File: src/rtl/adc_seq_pkg.sv
package adc_seq_pkg;

    typedef enum logic [1:0] {
        PH_IDLE  = 2'd0,
        PH_LEAD  = 2'd1,
        PH_CLOCK = 2'd2
    } burst_phase_e;

    localparam int SCLK_MAX_HZ = 2_900_000;

endpackage

File: src/rtl/adc_rate_timer.sv
module adc_rate_timer #(
    parameter int FAST_CYC = 100_000,
    parameter int SLOW_CYC = 390_625
) (
    input  logic clk,
    input  logic rst,
    input  logic slow_sel,
    output logic tick
);

    localparam int MAX_CYC = (SLOW_CYC > FAST_CYC) ? SLOW_CYC : FAST_CYC;
    localparam int CW      = $clog2(MAX_CYC);
    localparam logic [CW-1:0] FAST_LAST = CW'(FAST_CYC - 1);
    localparam logic [CW-1:0] SLOW_LAST = CW'(SLOW_CYC - 1);

    typedef struct packed {
        logic [CW-1:0] cnt;
        logic          tick;
    } tmr_t;

    tmr_t tmr_d, tmr_q;
    logic [CW-1:0] limit;

    always_comb begin
        limit = slow_sel ? SLOW_LAST : FAST_LAST;
        tmr_d = tmr_q;
        tmr_d.tick = 1'b0;
        if (tmr_q.cnt >= limit) begin
            tmr_d.cnt  = '0;
            tmr_d.tick = 1'b1;
        end else begin
            tmr_d.cnt = tmr_q.cnt + 1'b1;
        end
    end

    always_ff @(posedge clk) begin
        if (rst) begin
            tmr_q <= '0;
        end else begin
            tmr_q <= tmr_d;
        end
    end

    assign tick = tmr_q.tick;

    AST_TICK_SPACED: assert property (@(posedge clk) disable iff (rst)
        tmr_q.tick |=> !tmr_q.tick);

endmodule

File: src/rtl/adc_burst_engine.sv
module adc_burst_engine
    import adc_seq_pkg::*;
#(
    parameter int HALF_DIV  = 20,
    parameter int BURST_LEN = 24,
    parameter int DATA_W    = 16,
    parameter int RES_MSB   = 22
) (
    input  logic              clk,
    input  logic              rst,
    input  logic              start,
    input  logic              sdo,
    output logic              cs_n,
    output logic              sclk,
    output logic              busy,
    output logic [DATA_W-1:0] sample,
    output logic              sample_valid
);

    localparam int HW = (HALF_DIV > 1) ? $clog2(HALF_DIV) : 1;
    localparam int BW = $clog2(BURST_LEN + 1);
    localparam logic [HW-1:0] HALF_LAST = HW'(HALF_DIV - 1);
    localparam logic [BW-1:0] BITS_ALL  = BW'(BURST_LEN);

    typedef struct packed {
        burst_phase_e          phase;
        logic                  cs_n;
        logic                  sclk;
        logic [HW-1:0]         hcnt;
        logic [BW-1:0]         bits;
        logic [BURST_LEN-1:0]  cap;
        logic [DATA_W-1:0]     sample;
        logic                  valid;
    } eng_t;

    localparam eng_t ENG_RESET = '{
        phase:  PH_IDLE,
        cs_n:   1'b1,
        sclk:   1'b1,
        hcnt:   '0,
        bits:   '0,
        cap:    '0,
        sample: '0,
        valid:  1'b0
    };

    eng_t eng_d, eng_q;
    logic half_done;

    always_comb begin
        eng_d       = eng_q;
        eng_d.valid = 1'b0;
        half_done   = (eng_q.hcnt == HALF_LAST);
        unique case (eng_q.phase)
            PH_IDLE: begin
                if (start) begin
                    eng_d.phase = PH_LEAD;
                    eng_d.cs_n  = 1'b0;
                    eng_d.hcnt  = '0;
                    eng_d.bits  = '0;
                end
            end
            PH_LEAD: begin
                if (half_done) begin
                    eng_d.phase = PH_CLOCK;
                    eng_d.sclk  = 1'b0;
                    eng_d.hcnt  = '0;
                end else begin
                    eng_d.hcnt = eng_q.hcnt + 1'b1;
                end
            end
            PH_CLOCK: begin
                if (!half_done) begin
                    eng_d.hcnt = eng_q.hcnt + 1'b1;
                end else begin
                    eng_d.hcnt = '0;
                    if (!eng_q.sclk) begin
                        eng_d.sclk = 1'b1;
                        eng_d.cap  = {eng_q.cap[BURST_LEN-2:0], sdo};
                        eng_d.bits = eng_q.bits + 1'b1;
                    end else if (eng_q.bits == BITS_ALL) begin
                        eng_d.phase  = PH_IDLE;
                        eng_d.cs_n   = 1'b1;
                        eng_d.sample = eng_q.cap[RES_MSB -: DATA_W];
                        eng_d.valid  = 1'b1;
                    end else begin
                        eng_d.sclk = 1'b0;
                    end
                end
            end
            default: eng_d = ENG_RESET;
        endcase
    end

    always_ff @(posedge clk) begin
        if (rst) begin
            eng_q <= ENG_RESET;
        end else begin
            eng_q <= eng_d;
        end
    end

    assign cs_n         = eng_q.cs_n;
    assign sclk         = eng_q.sclk;
    assign busy         = (eng_q.phase != PH_IDLE);
    assign sample       = eng_q.sample;
    assign sample_valid = eng_q.valid;

    AST_SCLK_FRAMED: assert property (@(posedge clk) disable iff (rst)
        !$stable(eng_q.sclk) |-> !eng_q.cs_n);
    AST_BITS_BOUND: assert property (@(posedge clk) disable iff (rst)
        eng_q.bits <= BITS_ALL);
    AST_VALID_SINGLE: assert property (@(posedge clk) disable iff (rst)
        eng_q.valid |=> !eng_q.valid);
    AST_IDLE_SCLK_HIGH: assert property (@(posedge clk) disable iff (rst)
        eng_q.cs_n |-> eng_q.sclk);

endmodule

File: src/rtl/adc_burst_seq.sv
module adc_burst_seq
    import adc_seq_pkg::*;
#(
    parameter int SYS_CLK_HZ = 100_000_000,
    parameter int HALF_DIV   = 20,
    parameter int BURST_LEN  = 24,
    parameter int DATA_W     = 16,
    parameter int RES_MSB    = 22
) (
    input  logic              clk,
    input  logic              rst,
    input  logic              rate_sel,
    input  logic              adc_sdo,
    output logic              adc_cs_n,
    output logic              adc_sclk,
    output logic [DATA_W-1:0] sample,
    output logic              sample_valid,
    output logic              overrun
);

    localparam int FAST_CYC = SYS_CLK_HZ / 1000;
    localparam int SLOW_CYC = SYS_CLK_HZ / 256;
    localparam int SCLK_HZ  = SYS_CLK_HZ / (2 * HALF_DIV);

    if (SCLK_HZ > SCLK_MAX_HZ) begin : g_sclk_too_fast
        $error("serial clock above 2.9 MHz: raise HALF_DIV");
    end
    if (RES_MSB >= BURST_LEN || RES_MSB < DATA_W - 1) begin : g_bad_field
        $error("result field outside the capture word");
    end

    logic tick;
    logic busy;
    logic ovr_d, ovr_q;

    adc_rate_timer #(
        .FAST_CYC(FAST_CYC),
        .SLOW_CYC(SLOW_CYC)
    ) u_timer (
        .clk      (clk),
        .rst      (rst),
        .slow_sel (rate_sel),
        .tick     (tick)
    );

    adc_burst_engine #(
        .HALF_DIV (HALF_DIV),
        .BURST_LEN(BURST_LEN),
        .DATA_W   (DATA_W),
        .RES_MSB  (RES_MSB)
    ) u_engine (
        .clk          (clk),
        .rst          (rst),
        .start        (tick),
        .sdo          (adc_sdo),
        .cs_n         (adc_cs_n),
        .sclk         (adc_sclk),
        .busy         (busy),
        .sample       (sample),
        .sample_valid (sample_valid)
    );

    always_comb begin
        ovr_d = ovr_q | (tick & busy);
    end

    always_ff @(posedge clk) begin
        if (rst) begin
            ovr_q <= 1'b0;
        end else begin
            ovr_q <= ovr_d;
        end
    end

    assign overrun = ovr_q;

    AST_DROP_FLAGS: assert property (@(posedge clk) disable iff (rst)
        (tick && busy) |=> ovr_q);
    AST_OVR_STICKY: assert property (@(posedge clk) disable iff (rst)
        ovr_q |=> ovr_q);

endmodule

File: config.mk
export PLATFORM = sky130hd
export DESIGN_NAME = adc_burst_seq
export DESIGN_NICKNAME = d
export VERILOG_FILES = /design/src/rtl/adc_seq_pkg.sv /design/src/rtl/adc_rate_timer.sv /design/src/rtl/adc_burst_engine.sv /design/src/rtl/adc_burst_seq.sv
export SDC_FILE = /design/constraint.sdc
export NUM_CORES = 1
export LEC_CHECK = 0
export ABC_AREA = 1
export ABC_CLOCK_PERIOD_IN_PS = 1800
export CAP_MARGIN = 5
export CELL_PAD_IN_SITES_DETAIL_PLACEMENT = 0
export CELL_PAD_IN_SITES_GLOBAL_PLACEMENT = 1
export CORE_ASPECT_RATIO = 0.9
export CORE_MARGIN = 2
export CORE_UTILIZATION = 35
export CTS_CLUSTER_SIZE = 16
export DETAILED_ROUTE_END_ITERATION = 12
export GPL_TIMING_DRIVEN = 0
export HOLD_SLACK_MARGIN = 0.08
export PLACE_DENSITY = 0.67
export SETUP_SLACK_MARGIN = 0.2
export SLEW_MARGIN = 20
export SYNTH_ARGS = -nofsm -noshare
export SYNTH_HDL_FRONTEND = slang
export SYNTH_SLANG_ARGS = --single-unit
File: constraint.sdc
create_clock -name clk -period 1.8 [get_ports clk]
set_input_delay 0.36 -clock clk [delete_from_list [all_inputs] [get_ports clk]]
set_output_delay 0.36 -clock clk [all_outputs]
set_load 0.01 [all_outputs]
**Word-level counts from Yosys, hierarchy flattened**

Index checks and enable logic that the tools add are counted.

- Bitwise gates (word level): 5
- Multiplexer cells: 22
- Eq/ne operators: 10
- Add/sub/neg operators: 3
- Reduce and logical (&&, ||, !) cells: 11
- Magnitude comparators: 1

Operators with widths:

| kind | count |
|---|---|
| 40-bit one-hot mux with 2 select lines | 1 |
| 46-bit two-way mux | 1 |
| 17-bit two-way mux | 2 |
| 29-bit two-way mux | 1 |
| 19-bit by 1-bit adder with 19-bit output, second input constant | 1 |
| 19-bit >= comparator | 1 |
| 19-bit two-way mux | 1 |
| 5-bit one-hot mux with 3 select lines | 1 |
| 5-bit by 1-bit adder with 5-bit output, second input constant | 2 |
| 5-bit equality test, second input constant | 2 |
| 10-bit two-way mux | 1 |
| 5-bit one-hot mux with 2 select lines | 1 |
| 5-bit AND reduction | 2 |
| 3-bit two-way mux | 3 |
| 2-bit by 1-bit != test with 1-bit output, second input constant | 4 |
| 4-bit AND reduction | 2 |
| 1-bit one-hot mux with 3 select lines | 2 |
| 2-bit one-hot mux with 3 select lines | 1 |
| 3-bit AND reduction | 2 |
| 2-bit OR reduction | 3 |
| 5-bit two-way mux | 1 |
| 1-bit two-way mux | 4 |
| 4-bit two-way mux | 1 |
| 2-bit != test, second input constant | 2 |
| 8 further kinds | 10 |

- Output and inout bits: 20
- Register bits: 75
- Word-level logic and storage cells: 63

**Longest topological paths before layout**

- Word-level depth: 5
- Gate-level depth with buffers: 12

**By module**

From an unflattened synthesis, not the netlist that was laid out.

- Cell total of the unflattened synthesis: 600
- Area, all modules: 4214.0 um^2

Modules (own cells, without submodules):

| module | cells each | times used | area an instance (um^2) |
|---|---|---|---|
| adc_burst_engine | 398 | 1 | 2731.4 |
| adc_rate_timer | 198 | 1 | 1446.4 |
| adc_burst_seq | 4 | 1 | 36.3 |

**Worst setup path before layout**

Ideal clock, no wire load.

- Kind: input-to-reg
- Start point: input rate_sel
- End point: register u_timer.tmr_q[1] (netlist name)
- Required time: 1.736 ns
- Arrival: 1.678 ns
- Stages: 12
- Slack: 0.058 ns
- Path through: inv_1 > ha_1 > nand2_1 > inv_2 > nand2_1 > nand2_1 > nand2_1 > o21ai_1 > nor2_1 > nand3_2 > buf_4 > nor2_1

- Cells in the longest elaborated chain, start to end: 3

RTL lines:

| item | line | text |
|---|---|---|
| start: declaration | adc_burst_seq.sv:12 | `input logic rate_sel,` |
| 19-bit two-way mux | adc_rate_timer.sv:25 | `limit = slow_sel ? SLOW_LAST : FAST_LAST;` |
| 19-bit >= comparator | adc_rate_timer.sv:28 | `if (tmr_q.cnt >= limit) begin` |
| 2-bit OR reduction (no line) | -- |  |
| end signal: assignment | adc_rate_timer.sv:40 | `tmr_q <= tmr_d;` |
| end: declaration | adc_rate_timer.sv:21 | `tmr_t tmr_d, tmr_q;` |

No other way between the ends.
A chain may end at the register's enable or synchronous reset.

**Final worst setup path**

- Start point: input rate_sel
- End point: register u_timer.tmr_q[5] (netlist name)

Same word-level chain as after synthesis.

==> results_dict.tcl <==
set metrics [dict create \
    grt_setup_unrepaired "true" \
    synth_cell_type_count 28 \
    reg2reg_slack_ns 0.12 \
    r2r-start "u_timer.tmr_q[15]$_SDFF_PP0_" \
    die-area_um2 11600 \
    min_from "rst" \
    layout-drive-gt1-share_pct 39.2 \
    clock.fmax_mhz 589 \
    io_buffers 22 \
    cts.sinks 75 \
    seq_area_frac_synth_pct 39.8 \
    clock_skew_ns 0.00422 \
    ys.flop_type "dfxtp_1" \
    placed_cell_area_um2 4180 \
    io-pin-count 24 \
    worstSetupPathType "input pin to flip-flop" \
    synthArstFlopShare_pct 0 \
    drt-initial-drc-count 138 \
    finalWirelength_um 9200 \
    grt_start_max_net_pins 13 \
    rows 35 \
    status "complete, no violations" \
    endpoint_kind "flip-flop" \
    path_clk_slew_ns 0.06 \
    p_leak_nw 2.56 \
    die_w_um 113 \
    postRouteAntennaNets 0 \
    wl_per_cell_um 12.5 \
    r2r-end "u_timer.tmr_q[5]$_SDFF_PP0_" \
    finalCriticalPeriod_ns 1.70 \
    synth_top_cells_by_area "dfxtp_1, nand2_1, ha_1" \
    post-route-period-util_pct 94.3 \
    tightestPinTransition_ns 0.702 \
    holdWs_ns 0.402 \
    cts_tree "yes" \
    cap_violations 0 \
    syn_avg_cell_area_um2 7.18 \
    htreeDepth 3 \
    hold_path.class "input pin to flip-flop" \
    grt_pass1_vias 3086 \
    ys_seq_elements 75 \
    pwr_density_cell_nw_per_um2 1010 \
    diodes 0 \
    vias 3351 \
    dp_cells 677 \
    gp_congestion 0.769 \
    grtUsageTotal_pct 15.5 \
    grt_pass1_wl_um 14200 \
    area_growth_pct 51.5 \
    worstPathArrival_ns 1.92 \
    hold_path_depth 2 \
    cts-hold-fix-buffers 0 \
    drcViolationCount 0 \
    cp-start-kind "input pin" \
    nets 625 \
    synthesis.area_um2 3770 \
    synth_edf_count 0 \
    dpl.hpwl_um 5430 \
    slew_headroom_pct 53.2 \
    cp-startpoint "rate_sel" \
    cts_made_buffers 9 \
    antenna_found_initial 0 \
    synthesis.nets 551 \
    instances_no_fill 734 \
    coreArea_um2 10400 \
    ys_warn_count 0 \
    setup_viol 0 \
    die_h_um 103 \
    hold_viol_final 0 \
    reg2reg_depth 10 \
    grt_overflow_total 0 \
    start_util_pct 36.4 \
    path_max_fanout 6 \
    cts-root-buf "clkbuf_16" \
    finalMaxSlewViolations 0 \
    cts_buffer_depth 2 \
    synth_top_area_cell "dfxtp_1" \
    drt-vias-per-instance 4.57 \
    ir_drop_uv 445 \
    min_to "u_engine.eng_q[20]$_SDFFE_PP0P_" \
    clkLatencyLatePin_ns 0.33 \
    synth_top_area_share_pct 39.8 \
    syn-instance-count 526 \
    stdcell_area_um2 5720 \
    drtPass1Iterations 4 \
    worstPathRequired_ns 2.02 \
]
==> cell usage in the layout, fill, tap and decap left out, types with 5 or more instances in the layout <==
master           n
a21oi_1         16
dfxtp_2         11
nor2_2          16
a21oi_2         14
nand2_4         11
xor2_1          14
nand3_4          5
inv_1           57
nand3_2          7
inv_2            6
nand2_2         21
nor2_1          36
dfxtp_1         56
xnor2_1          7
inv_4            5
nor2_4          18
ha_4            15
dlygate4sd2_1   19
clkbuf_16       13
buf_6            8
dfxtp_4          8
nand3_1         16
nand2_1        116
o21ai_0         15
buf_8            7
buf_12           6
buf_4           41
==> per-layer routing <==
layer	GRT usage [%]	wire length, µm
met3	4.70	303
met1	19.6	4580
met5	0	0
met2	25.6	4240
met4	4.97	77
==> how the worst max path moves through the flow <==
stage                                      endpoint  cells after the start
finish                  u_timer.tmr_q[5]$_SDFF_PP0_                     13
global route            u_timer.tmr_q[5]$_SDFF_PP0_                     13
floorplan              u_timer.tmr_q[14]$_SDFF_PP0_                     12
CTS                 u_engine.eng_q[20]$_SDFFE_PP0P_                     11
global placement       u_timer.tmr_q[14]$_SDFF_PP0_                     13
detailed placement      u_timer.tmr_q[2]$_SDFF_PP0_                     13
==> report_power, final <==
| part | total [mW] | internal (mW) | switching, mW |
|---|---|---|---|
| logic | 2.00 | 0.957 | 1.04 |
| registers | 1.97 | 1.84 | 0.132 |
| clock network | 1.80 | 1.09 | 0.716 |
==> area by class of cell <==
class,count,area (µm²)
flip-flops and latches,75,1550
clock inverters,3,18.8
multi-input cells,349,2450
clock buffers,13,280
fillers,943,4660
well taps,129,161
plain buffers,31,282
repair buffers,63,687
inverters,71,293
==> timing repair <==
item,CTS,global route
setup buffers,17,16
setup endpoints to repair,85,60
gates resized for setup,113,130
pin swaps,23,34
cloned,5,3
==> Yosys cell counts (2+ instances only) <==
cell,count
nand2_2,2
nor2_2,4
a21oi_1,33
nand4_1,4
nand2_1,145
buf_2,4
dfxtp_1,75
xor2_1,15
nand3_1,24
ha_1,21
inv_1,62
buf_4,19
o21ai_0,16
nor2_1,65
nand3_2,3
inv_2,8
clkbuf_1,6
buf_6,2
nor3_1,3
xnor2_1,7
==> per-stage QoR <==
stage / setup slack (ns) / setup TNS, ns / power, mW / util, %
floorplan: 0.0924 / 0 / 2.92 / -
global placement: -0.942 / -17.74 / 3.31 / 40.3
detailed placement: -0.978 / -18.71 / 3.32 / 40.3
CTS: 0.143 / 0 / 5.44 / 48.6
global route: 0.0514 / 0 / 6.09 / 55.1
finish: 0.103 / 0 / 5.77 / 55.1
==> flip-flops by register name, summed over array words and instances (netlist names) <==
name / flops
u_engine.sclk: 1
u_engine.eng_q: 35
u_engine.cs_n: 1
u_timer.tmr_q: 19
u_timer.tick: 1
overrun: 1
u_engine.sample: 16
u_engine.sample_valid: 1
==> logic make-up (layout without fill, tap and decap cells) <==
kind of cell,count (synthesis),in the layout,synth area share [%]
adders and majority gates,21,21,6.96
DFF,75,75,39.8
buffers and inverters,102,181,12.6
xor gates and xnor gates,22,22,5.10
and+or+nand+nor,255,255,28.7
AOI/OAI and AO/OA,51,51,6.83
==> critical path: stages <==
cell and delay (ns):
buf_12 0.08, clkinvlp_4 0.10, buf_12 0.16, ha_4 0.29, nand2_4 0.05, nor2_1 0.11
nand3_1 0.12, o21ai_2 0.20, nor2_4 0.07, nand3_4 0.08, buf_12 0.12, clkbuf_16 0.14
nor2_2 0.03
Note: power is estimated with default switching activity, not from simulation.
